--- config.mk ---
export PLATFORM = sky130hd
export DESIGN_NAME = plat_regbank
export DESIGN_NICKNAME = d
export VERILOG_FILES = /design/src/rtl/plat_pkg.sv /design/src/rtl/plat_decode.sv /design/src/rtl/plat_irq_bank.sv /design/src/rtl/plat_con_in.sv /design/src/rtl/plat_con_out.sv /design/src/rtl/plat_regbank.sv
export SDC_FILE = /design/constraint.sdc
export NUM_CORES = 1
export LEC_CHECK = 0
export BUFFER_PORTS_ARGS = -buffer_cell sky130_fd_sc_hd__buf_2
export CAP_MARGIN = 10
export CELL_PAD_IN_SITES_DETAIL_PLACEMENT = 0
export CELL_PAD_IN_SITES_GLOBAL_PLACEMENT = 2
export CORE_ASPECT_RATIO = 0.8
export CORE_MARGIN = 10
export CORE_UTILIZATION = 25
export CTS_CLUSTER_SIZE = 30
export DETAILED_ROUTE_END_ITERATION = 7
export PLACE_DENSITY = 0.95
export SLEW_MARGIN = 20
export SYNTH_ARGS = -nofsm -noshare
export SYNTH_HDL_FRONTEND = slang
export SYNTH_SLANG_ARGS = --single-unit
--- constraint.sdc ---
create_clock -name clk -period 4.2 [get_ports clk]
set_input_delay 0.42 -clock clk [delete_from_list [all_inputs] [get_ports clk]]
set_output_delay 0.42 -clock clk [all_outputs]
set_load 0.02 [all_outputs]
--- src/rtl/plat_pkg.sv ---
package plat_pkg;

  typedef enum logic [3:0] {
    RS_NONE,
    RS_HALT,
    RS_CPUID,
    RS_IRQ,
    RS_NCPU,
    RS_CIN_DATA,
    RS_CIN_STAT,
    RS_COUT_DATA,
    RS_COUT_STAT
  } reg_sel_e;

  // word index inside the 32-byte window -> register
  function automatic reg_sel_e word_to_sel(input logic [2:0] w);
    case (w)
      3'd0:    return RS_HALT;
      3'd1:    return RS_CPUID;
      3'd2:    return RS_IRQ;
      3'd3:    return RS_NCPU;
      3'd4:    return RS_CIN_DATA;
      3'd5:    return RS_CIN_STAT;
      3'd6:    return RS_COUT_DATA;
      default: return RS_COUT_STAT;
    endcase
  endfunction

endpackage

--- src/rtl/plat_decode.sv ---
module plat_decode
  import plat_pkg::*;
#(
  parameter int AW = 6
) (
  input  logic [AW-1:0] addr,
  output reg_sel_e      sel
);

  logic hi_clear;

  generate
    if (AW > 5) begin : g_hi
      assign hi_clear = ~|addr[AW-1:5];
    end else begin : g_nohi
      assign hi_clear = 1'b1;
    end
  endgenerate

  always_comb begin
    sel = RS_NONE;
    if (hi_clear && (addr[1:0] == 2'b00))
      sel = word_to_sel(addr[4:2]);
  end

endmodule

--- src/rtl/plat_irq_bank.sv ---
module plat_irq_bank #(
  parameter int NCPU = 4,
  parameter int PW   = 8
) (
  input  logic            clk,
  input  logic            rst,
  input  logic            we,
  input  logic [PW-1:0]   port,
  input  logic            level_en,
  input  logic [7:0]      level,
  output logic [NCPU-1:0] irq
);

  logic drive_high;
  assign drive_high = level_en && (|level);

  // one register per line; an out-of-range port matches no line
  generate
    for (genvar k = 0; k < NCPU; k++) begin : g_line
      always_ff @(posedge clk) begin
        if (rst)
          irq[k] <= 1'b0;
        else if (we && (port == PW'(k)))
          irq[k] <= drive_high;
      end
    end
  endgenerate

endmodule

--- src/rtl/plat_con_in.sv ---
module plat_con_in (
  input  logic       clk,
  input  logic       rst,
  input  logic       s_valid,
  output logic       s_ready,
  input  logic [7:0] s_data,
  input  logic       pop,
  output logic       have,
  output logic [7:0] data
);

  logic       full_q;
  logic [7:0] byte_q;

  assign s_ready = !full_q;
  assign have    = full_q;
  assign data    = full_q ? byte_q : 8'h00;

  always_ff @(posedge clk) begin
    if (rst) begin
      full_q <= 1'b0;
      byte_q <= 8'h00;
    end else if (s_valid && !full_q) begin
      full_q <= 1'b1;
      byte_q <= s_data;
    end else if (pop) begin
      full_q <= 1'b0;
    end
  end

endmodule

--- src/rtl/plat_con_out.sv ---
module plat_con_out (
  input  logic       clk,
  input  logic       rst,
  input  logic       push,
  input  logic [7:0] push_data,
  output logic       room,
  output logic       m_valid,
  input  logic       m_ready,
  output logic [7:0] m_data
);

  logic       full_q;
  logic [7:0] byte_q;

  assign room    = !full_q;
  assign m_valid = full_q;
  assign m_data  = byte_q;

  always_ff @(posedge clk) begin
    if (rst) begin
      full_q <= 1'b0;
      byte_q <= 8'h00;
    end else if (full_q) begin
      // a push seen while occupied is dropped, even if draining now
      if (m_ready) full_q <= 1'b0;
    end else if (push) begin
      full_q <= 1'b1;
      byte_q <= push_data;
    end
  end

endmodule

--- src/rtl/plat_regbank.sv ---
module plat_regbank
  import plat_pkg::*;
#(
  parameter int NCPU = 4,
  parameter int AW   = 6,
  parameter int DW   = 32,
  parameter int BEW  = DW / 8,
  parameter int CPUW = (NCPU > 1) ? $clog2(NCPU) : 1
) (
  input  logic            clk,
  input  logic            rst,
  input  logic            bus_wr,
  input  logic            bus_rd,
  input  logic [AW-1:0]   bus_addr,
  input  logic [BEW-1:0]  bus_be,
  input  logic [DW-1:0]   bus_wdata,
  input  logic [CPUW-1:0] bus_cpu,
  output logic [DW-1:0]   bus_rdata,
  output logic            bus_rvalid,
  output logic [NCPU-1:0] irq,
  output logic            halt_req,
  output logic [7:0]      halt_code,
  input  logic            cin_valid,
  output logic            cin_ready,
  input  logic [7:0]      cin_data,
  output logic            cout_valid,
  input  logic            cout_ready,
  output logic [7:0]      cout_data
);

  localparam int LANE = 8;

  reg_sel_e   sel;
  logic       wr_lane0;
  logic       in_have;
  logic [7:0] in_byte;
  logic       out_room;
  logic [7:0] rd_byte;
  logic       unused_hi;

  assign unused_hi = ^{bus_wdata[DW-1:2*LANE], bus_be[BEW-1:2]};

  plat_decode #(.AW(AW)) u_dec (
    .addr (bus_addr),
    .sel  (sel)
  );

  assign wr_lane0 = bus_wr && bus_be[0];

  plat_irq_bank #(.NCPU(NCPU), .PW(LANE)) u_irq (
    .clk      (clk),
    .rst      (rst),
    .we       (wr_lane0 && (sel == RS_IRQ)),
    .port     (bus_wdata[LANE-1:0]),
    .level_en (bus_be[1]),
    .level    (bus_wdata[2*LANE-1:LANE]),
    .irq      (irq)
  );

  plat_con_in u_cin (
    .clk     (clk),
    .rst     (rst),
    .s_valid (cin_valid),
    .s_ready (cin_ready),
    .s_data  (cin_data),
    .pop     (bus_rd && (sel == RS_CIN_DATA)),
    .have    (in_have),
    .data    (in_byte)
  );

  plat_con_out u_cout (
    .clk       (clk),
    .rst       (rst),
    .push      (wr_lane0 && (sel == RS_COUT_DATA)),
    .push_data (bus_wdata[LANE-1:0]),
    .room      (out_room),
    .m_valid   (cout_valid),
    .m_ready   (cout_ready),
    .m_data    (cout_data)
  );

  // halt: first write latches the code, then everything holds
  always_ff @(posedge clk) begin
    if (rst) begin
      halt_req  <= 1'b0;
      halt_code <= 8'h00;
    end else if (wr_lane0 && (sel == RS_HALT) && !halt_req) begin
      halt_req  <= 1'b1;
      halt_code <= bus_wdata[LANE-1:0];
    end
  end

  always_comb begin
    case (sel)
      RS_CPUID:     rd_byte = 8'(bus_cpu);
      RS_NCPU:      rd_byte = 8'(NCPU);
      RS_CIN_DATA:  rd_byte = in_byte;
      RS_CIN_STAT:  rd_byte = {7'b0, in_have};
      RS_COUT_STAT: rd_byte = {7'b0, out_room};
      default:      rd_byte = 8'h00;
    endcase
  end

  always_ff @(posedge clk) begin
    if (rst) begin
      bus_rvalid <= 1'b0;
      bus_rdata  <= '0;
    end else begin
      bus_rvalid <= bus_rd;
      bus_rdata  <= bus_rd ? DW'(rd_byte) : '0;
    end
  end

endmodule

# Yosys cells after proc, flatten, opt, wreduce, memory -nomap -nowiden
# Index checks and enable logic that the tools add are counted.
[word_totals] regBits=64 in_bits=58 out_inout_bits=56 elab_cells=65
[op_classes] eq_ne=17 n_mux=9 bitwise_logic=2 reduce_logical=24
[ops] op="$pmux W8 S5" count=1
[ops] op="$pmux W4 S7" count=1
[ops] op="$eq A4 B3 Y1 const B" count=4
[ops] op="$eq A8 B2 Y1 const B" count=2
[ops] op="$logic_and A1 B1 Y1" count=13
[ops] op="$eq A3 B3 Y1 const B" count=3
[ops] op="$eq A4 B2 Y1 const B" count=2
[ops] op="$eq A8 B1 Y1 const B" count=1
[ops] op="$logic_not A8 Y1" count=1
[ops] op="$mux W8" count=1
[ops] op="$reduce_or A8 Y1" count=1
[ops] op="$eq A3 B2 Y1 const B" count=2
[ops] op="$mux W1" count=5
[ops] op="$eq A4 B1 Y1 const B" count=1
[ops] op="$eq A4 B4 Y1 const B" count=1
[ops] op="$logic_not A1 Y1" count=4
[ops] op="$mux W4" count=1
[ops] op="$eq A3 B1 Y1 const B" count=1
[ops] op="$logic_not A3 Y1" count=1
[ops] op="$logic_not A2 Y1" count=1
[ops] op="$not A1 Y1" count=2
[ops] op="$reduce_and A2 Y1" count=1
[ops] op="$reduce_bool A2 Y1" count=1
[ops] op="$reduce_or A2 Y1" count=1

# Depth between registers and ports, before layout
[depth] word_depth=7 ltp_mapped=8 mapped_depth_nobuf=6

# By module
# A second synthesis with hierarchy kept.
[hier_totals] hier_cells=243 hier_area_um2=2255.9
[by_module_without_submodules] module="plat_regbank" n_inst=1 cells_each=108 area_each_um2=943.4 seq_area_each_um2=360.3
[by_module_without_submodules] module="plat_con_in" n_inst=1 cells_each=48 area_each_um2=485.5 seq_area_each_um2=180.2
[by_module_without_submodules] module="plat_con_out" n_inst=1 cells_each=40 area_each_um2=402.9 seq_area_each_um2=180.2
[by_module_without_submodules] module="plat_irq_bank" n_inst=1 cells_each=29 area_each_um2=279.0 seq_area_each_um2=80.1
[by_module_without_submodules] module="plat_decode" n_inst=1 cells_each=18 area_each_um2=145.1 seq_area_each_um2=0.0

# Worst setup path after synthesis
# Ideal clock, no wire load.
[synth_timing] path_kind="input port to flip-flop" from="input port bus_addr[2]" to="register halt_code[0]" setup_ns=0.119 t_arrival_ns=2.129 required_ns=4.081 path_slack_ns=1.952 path_stages=6 n_path_buf=1 path_cell_list="inv_1 ha_1 or4_4 or4b_4 buf_6 mux2i_1"
[synth_via] elab_chain_len=6 word_cells_on_any_way=12 cone_classes="eq/ne: 7; mux: 2; reduce/logical: 3"
[synth_rtl] item="start: declaration" line="plat_regbank.sv:14" rtl="input logic [AW-1:0] bus_addr,"
[synth_rtl] item="$eq A3 B3 Y1, or another cell as far along" line="plat_pkg.sv:17" rtl="case (w)"
[synth_rtl] item="$pmux W4 S7 *" line="plat_pkg.sv:17"
[synth_rtl] item="$mux W4 *" line="plat_decode.sv:22" rtl="if (hi_clear && (addr[1:0] == 2'b00))"
[synth_rtl] item="$eq A4 B1 Y1 *" line="plat_regbank.sv:87" rtl="end else if (wr_lane0 && (sel == RS_HALT) && !halt_req) begin"
[synth_rtl] item="$logic_and A1 B1 Y1 * (2 in series)" line="plat_regbank.sv:87"
[synth_rtl] item="end signal: assignment" line="plat_regbank.sv:89" rtl="halt_code <= bus_wdata[LANE-1:0];"
[synth_rtl] item="end: declaration" line="plat_regbank.sv:22" rtl="output logic [7:0] halt_code,"
# Every way passes the cells marked *; elsewhere a longest branch is shown, timed or not.
# A chain may end at the register's enable or synchronous reset.

# Final worst setup path
[layout_timing] from="input port bus_addr[2]" to="register u_cout.byte_q[7] (netlist: u_cout.m_data[7])"
[layout_via] elab_chain_len=6 word_cells_on_any_way=12 cone_classes="eq/ne: 7; mux: 2; reduce/logical: 3"
[layout_rtl] item="$eq A3 B3 Y1, or another cell as far along" line="plat_pkg.sv:17"
[layout_rtl] item="$pmux W4 S7 *" line="plat_pkg.sv:17"
[layout_rtl] item="$mux W4 *" line="plat_decode.sv:22"
[layout_rtl] item="$eq A4 B3 Y1 *" line="plat_regbank.sv:74" rtl=".push (wr_lane0 && (sel == RS_COUT_DATA)),"
[layout_rtl] item="$logic_and A1 B1 Y1 *" line="plat_regbank.sv:74"
[layout_rtl] item="$reduce_and A2 Y1 (no line) *"
[layout_rtl] item="end signal: assignment" line="plat_con_out.sv:28" rtl="byte_q <= push_data;"
[layout_rtl] item="end: declaration" line="plat_con_out.sv:13" rtl="logic [7:0] byte_q;"
# Marked as above.

==> results.toml <==
[global_route]
grt_use_met2 = 0.146
antenna_found_initial = 0
grt_use_total = 0.0871
grt_use_met3 = 0.0333
grt_pass1_wl_um = 8040
grt_overflow = 0
grt_pass1_vias = 1632
grt.busiest_layer = "met2"
grt_use_met1 = 0.0971
grt_max_degree = 31

[worst_setup_path]
endpoint_kind = "flop"
cp.arrival_ps = 2560
crit_family = "simple AND/OR/NAND/NOR gates"
path_max_fanout = 9
crit_type = "input pin to flop"
worst_path_max_delay_cell = "nor3_2"
required_ps = 4410
path_buf_inv = 2
cp_slowest_stage_delay_ps = 720
startpoint_type = "input pin"
crit_chain = "buf_2 > inv_1 > ha_1 > nor4b_1 > nand2_1 > nor3_2 > mux2i_1"

[layout]
postLayoutCoreUtil = 0.314
area_delta_synth_final_pct = 22.6
fin_nets = 338
drive_above_1_share = 0.315
instances_no_fill = 366
nFillCells = 793
fin_area_um2 = 2310
antenna_cells = 0

[drt]
post-route-drc-count = 0
vias_per_cell = 4.22
dr_total_vias = 1546
drt-total-wl_um = 5150
drt_iter0_markers = 55
final_antenna_net_count = 0
avgRoutedWirePerCell_um = 14.1
first_pass_iters = 4

[clocking]
cts_resized = 0
post_cts_buffers = 0
cts_tree = "yes"
numCtsBuffers = 5
ctsHoldBuffers = 0
clock-sinks = 40
cts.path.max_buffers = 2
root_buffer = "clkbuf_8"
htreeDepth = 2
clk_latency_ps = 280
clk_pin_slew_ps = 80

[floorplanning]
die_x_um = 117
die_area_um2 = 11400
start_util = 0.256
row_count = 28
io_pins = 114
core_um2 = 7360
dieHeight_um = 97.7

[pwr]
power.total_uw = 718
peakVddDrop_v = 0.000104
leakage_nw = 1.14
power-per-cell-area_nw_per_um2 = 311

[synth]
yosysSeqAreaShare = 0.425
synth.distinct_cells = 32
synthArstFlopShare = 0
yosysTopAreaCell = "dfxtp_1"
synth.most_common_cell = "dfxtp_1"
syn-mean-instance-area_um2 = 9.15
synth_area_leaders = "dfxtp_1 (42%), mux2i_1 (15%), buf_4 (9.6%), nand2_1 (6.8%), ha_1 (2.7%)"
synth.cell_area_um2 = 1880
synth_edf_count = 0
synth_top_area_share = 0.425
synth-seq-cells = 40
yosysWarnings = 0
synthCells = 206
synthTopCellsByCount = "dfxtp_1 (40), nand2_1 (34), mux2i_1 (28)"
ys.flop_type = "dfxtp_1"

[sta]
finalSetupTns_ps = 0
fin_skew_ps = 7.75
rsz0062_at_grt = "false"
setup_violations = 0
drv_slew = 0
tightest_slew_ps = 919
max_freq_mhz = 425
relSlewSlack = 0.384
fin_crit_ps = 2360
fin_crit_sh = 0.561
final_hold_viol_count = 0

[flow_run]
drv_cap = 0

[place]
io_buffers = 71
place.gp.congestion = 0.773
place_inst = 359
dp_hpwl_um = 4150
detailed_place.area_um2 = 2230

[status]
status = "finished clean"

[hold_path]
hold_class = "input pin to flop"
registers in the layout, summed over array words and instances, names as in the netlist:
| signal | cells |
|---|---|
| bus_rvalid | 1 |
| halt_code | 8 |
| halt_req | 1 |
| u_cin.byte_q | 8 |
| u_irq.irq | 4 |
| u_cin.have | 1 |
| bus_rdata | 8 |
| u_cout.m_data | 8 |
| u_cout.m_valid | 1 |
placed cells by master, fill, tap and decap left out, drive strengths merged, types with 2 or more instances in the layout:
master  netlist  layout
a211oi        3       3
a21oi         5       5
and3          6       6
buf          26      72
clkbuf        6       6
conb          1      24
dfxtp        40      40
ha            4       4
inv           6       6
mux2i        28      28
nand2        34      34
nand4         2       2
nor2         12      12
nor2b         4       4
nor3          6       6
nor4          7       7
nor4b         3       3
o21a          2       2
or4b          2       2
layout make-up:
cell class,count,area (µm²),share of cell area
clock inverters,1,5.00,0.00217
inverters,6,22.5,0.00975
clock buffers,6,72.6,0.0314
well taps,90,113,0.0488
multi-input cells,151,933,0.404
flip-flops and latches,40,801,0.347
repair buffers,72,363,0.157
metrics by stage:
stage	hold slack, ps	worst slack (ps)
after floorplan	431	1950
after global placement	441	1570
after detailed placement	447	1580
after CTS	304	1870
after global routing	318	1620
final	312	1840
power by group:
group / internal (mW) / switching [mW] / leakage, nW
logic: 0.0311 / 0.0593 / 0.772
registers: 0.385 / 0.00336 / 0.324
clock network: 0.113 / 0.126 / 0.0410
path summary, 6_finish.rpt:
check / from / to / slack, ps / cells past startpoint
setup / recovery: bus_addr[2] / u_cout.m_data[7] / 1840 / 7
hold / removal: bus_rd / u_cin.have / 310 / 2
setup reg to reg: u_cin.have / bus_rdata[1] / 2530 / 5
hold reg to reg: halt_code[2] / halt_code[2] / 460 / 2
cells by family after synthesis:
family,Yosys count,share of synthesized area
xor gates and xnor gates,1,0.00465
DFF,40,0.425
muxes,28,0.149
AOI/OAI and AO/OA,14,0.0491
other,1,0.00199
buffers and inverters,38,0.128
and+or+nand+nor,80,0.216
adders and majority gates,4,0.0266
layer usage:
layer	up-vias	routed length [µm]
met2	46	2500
met3	4	328
met1	706	2270
met5	-	0
li1	790	-
met4	0	53
Note: power is estimated with default switching activity, not from simulation.
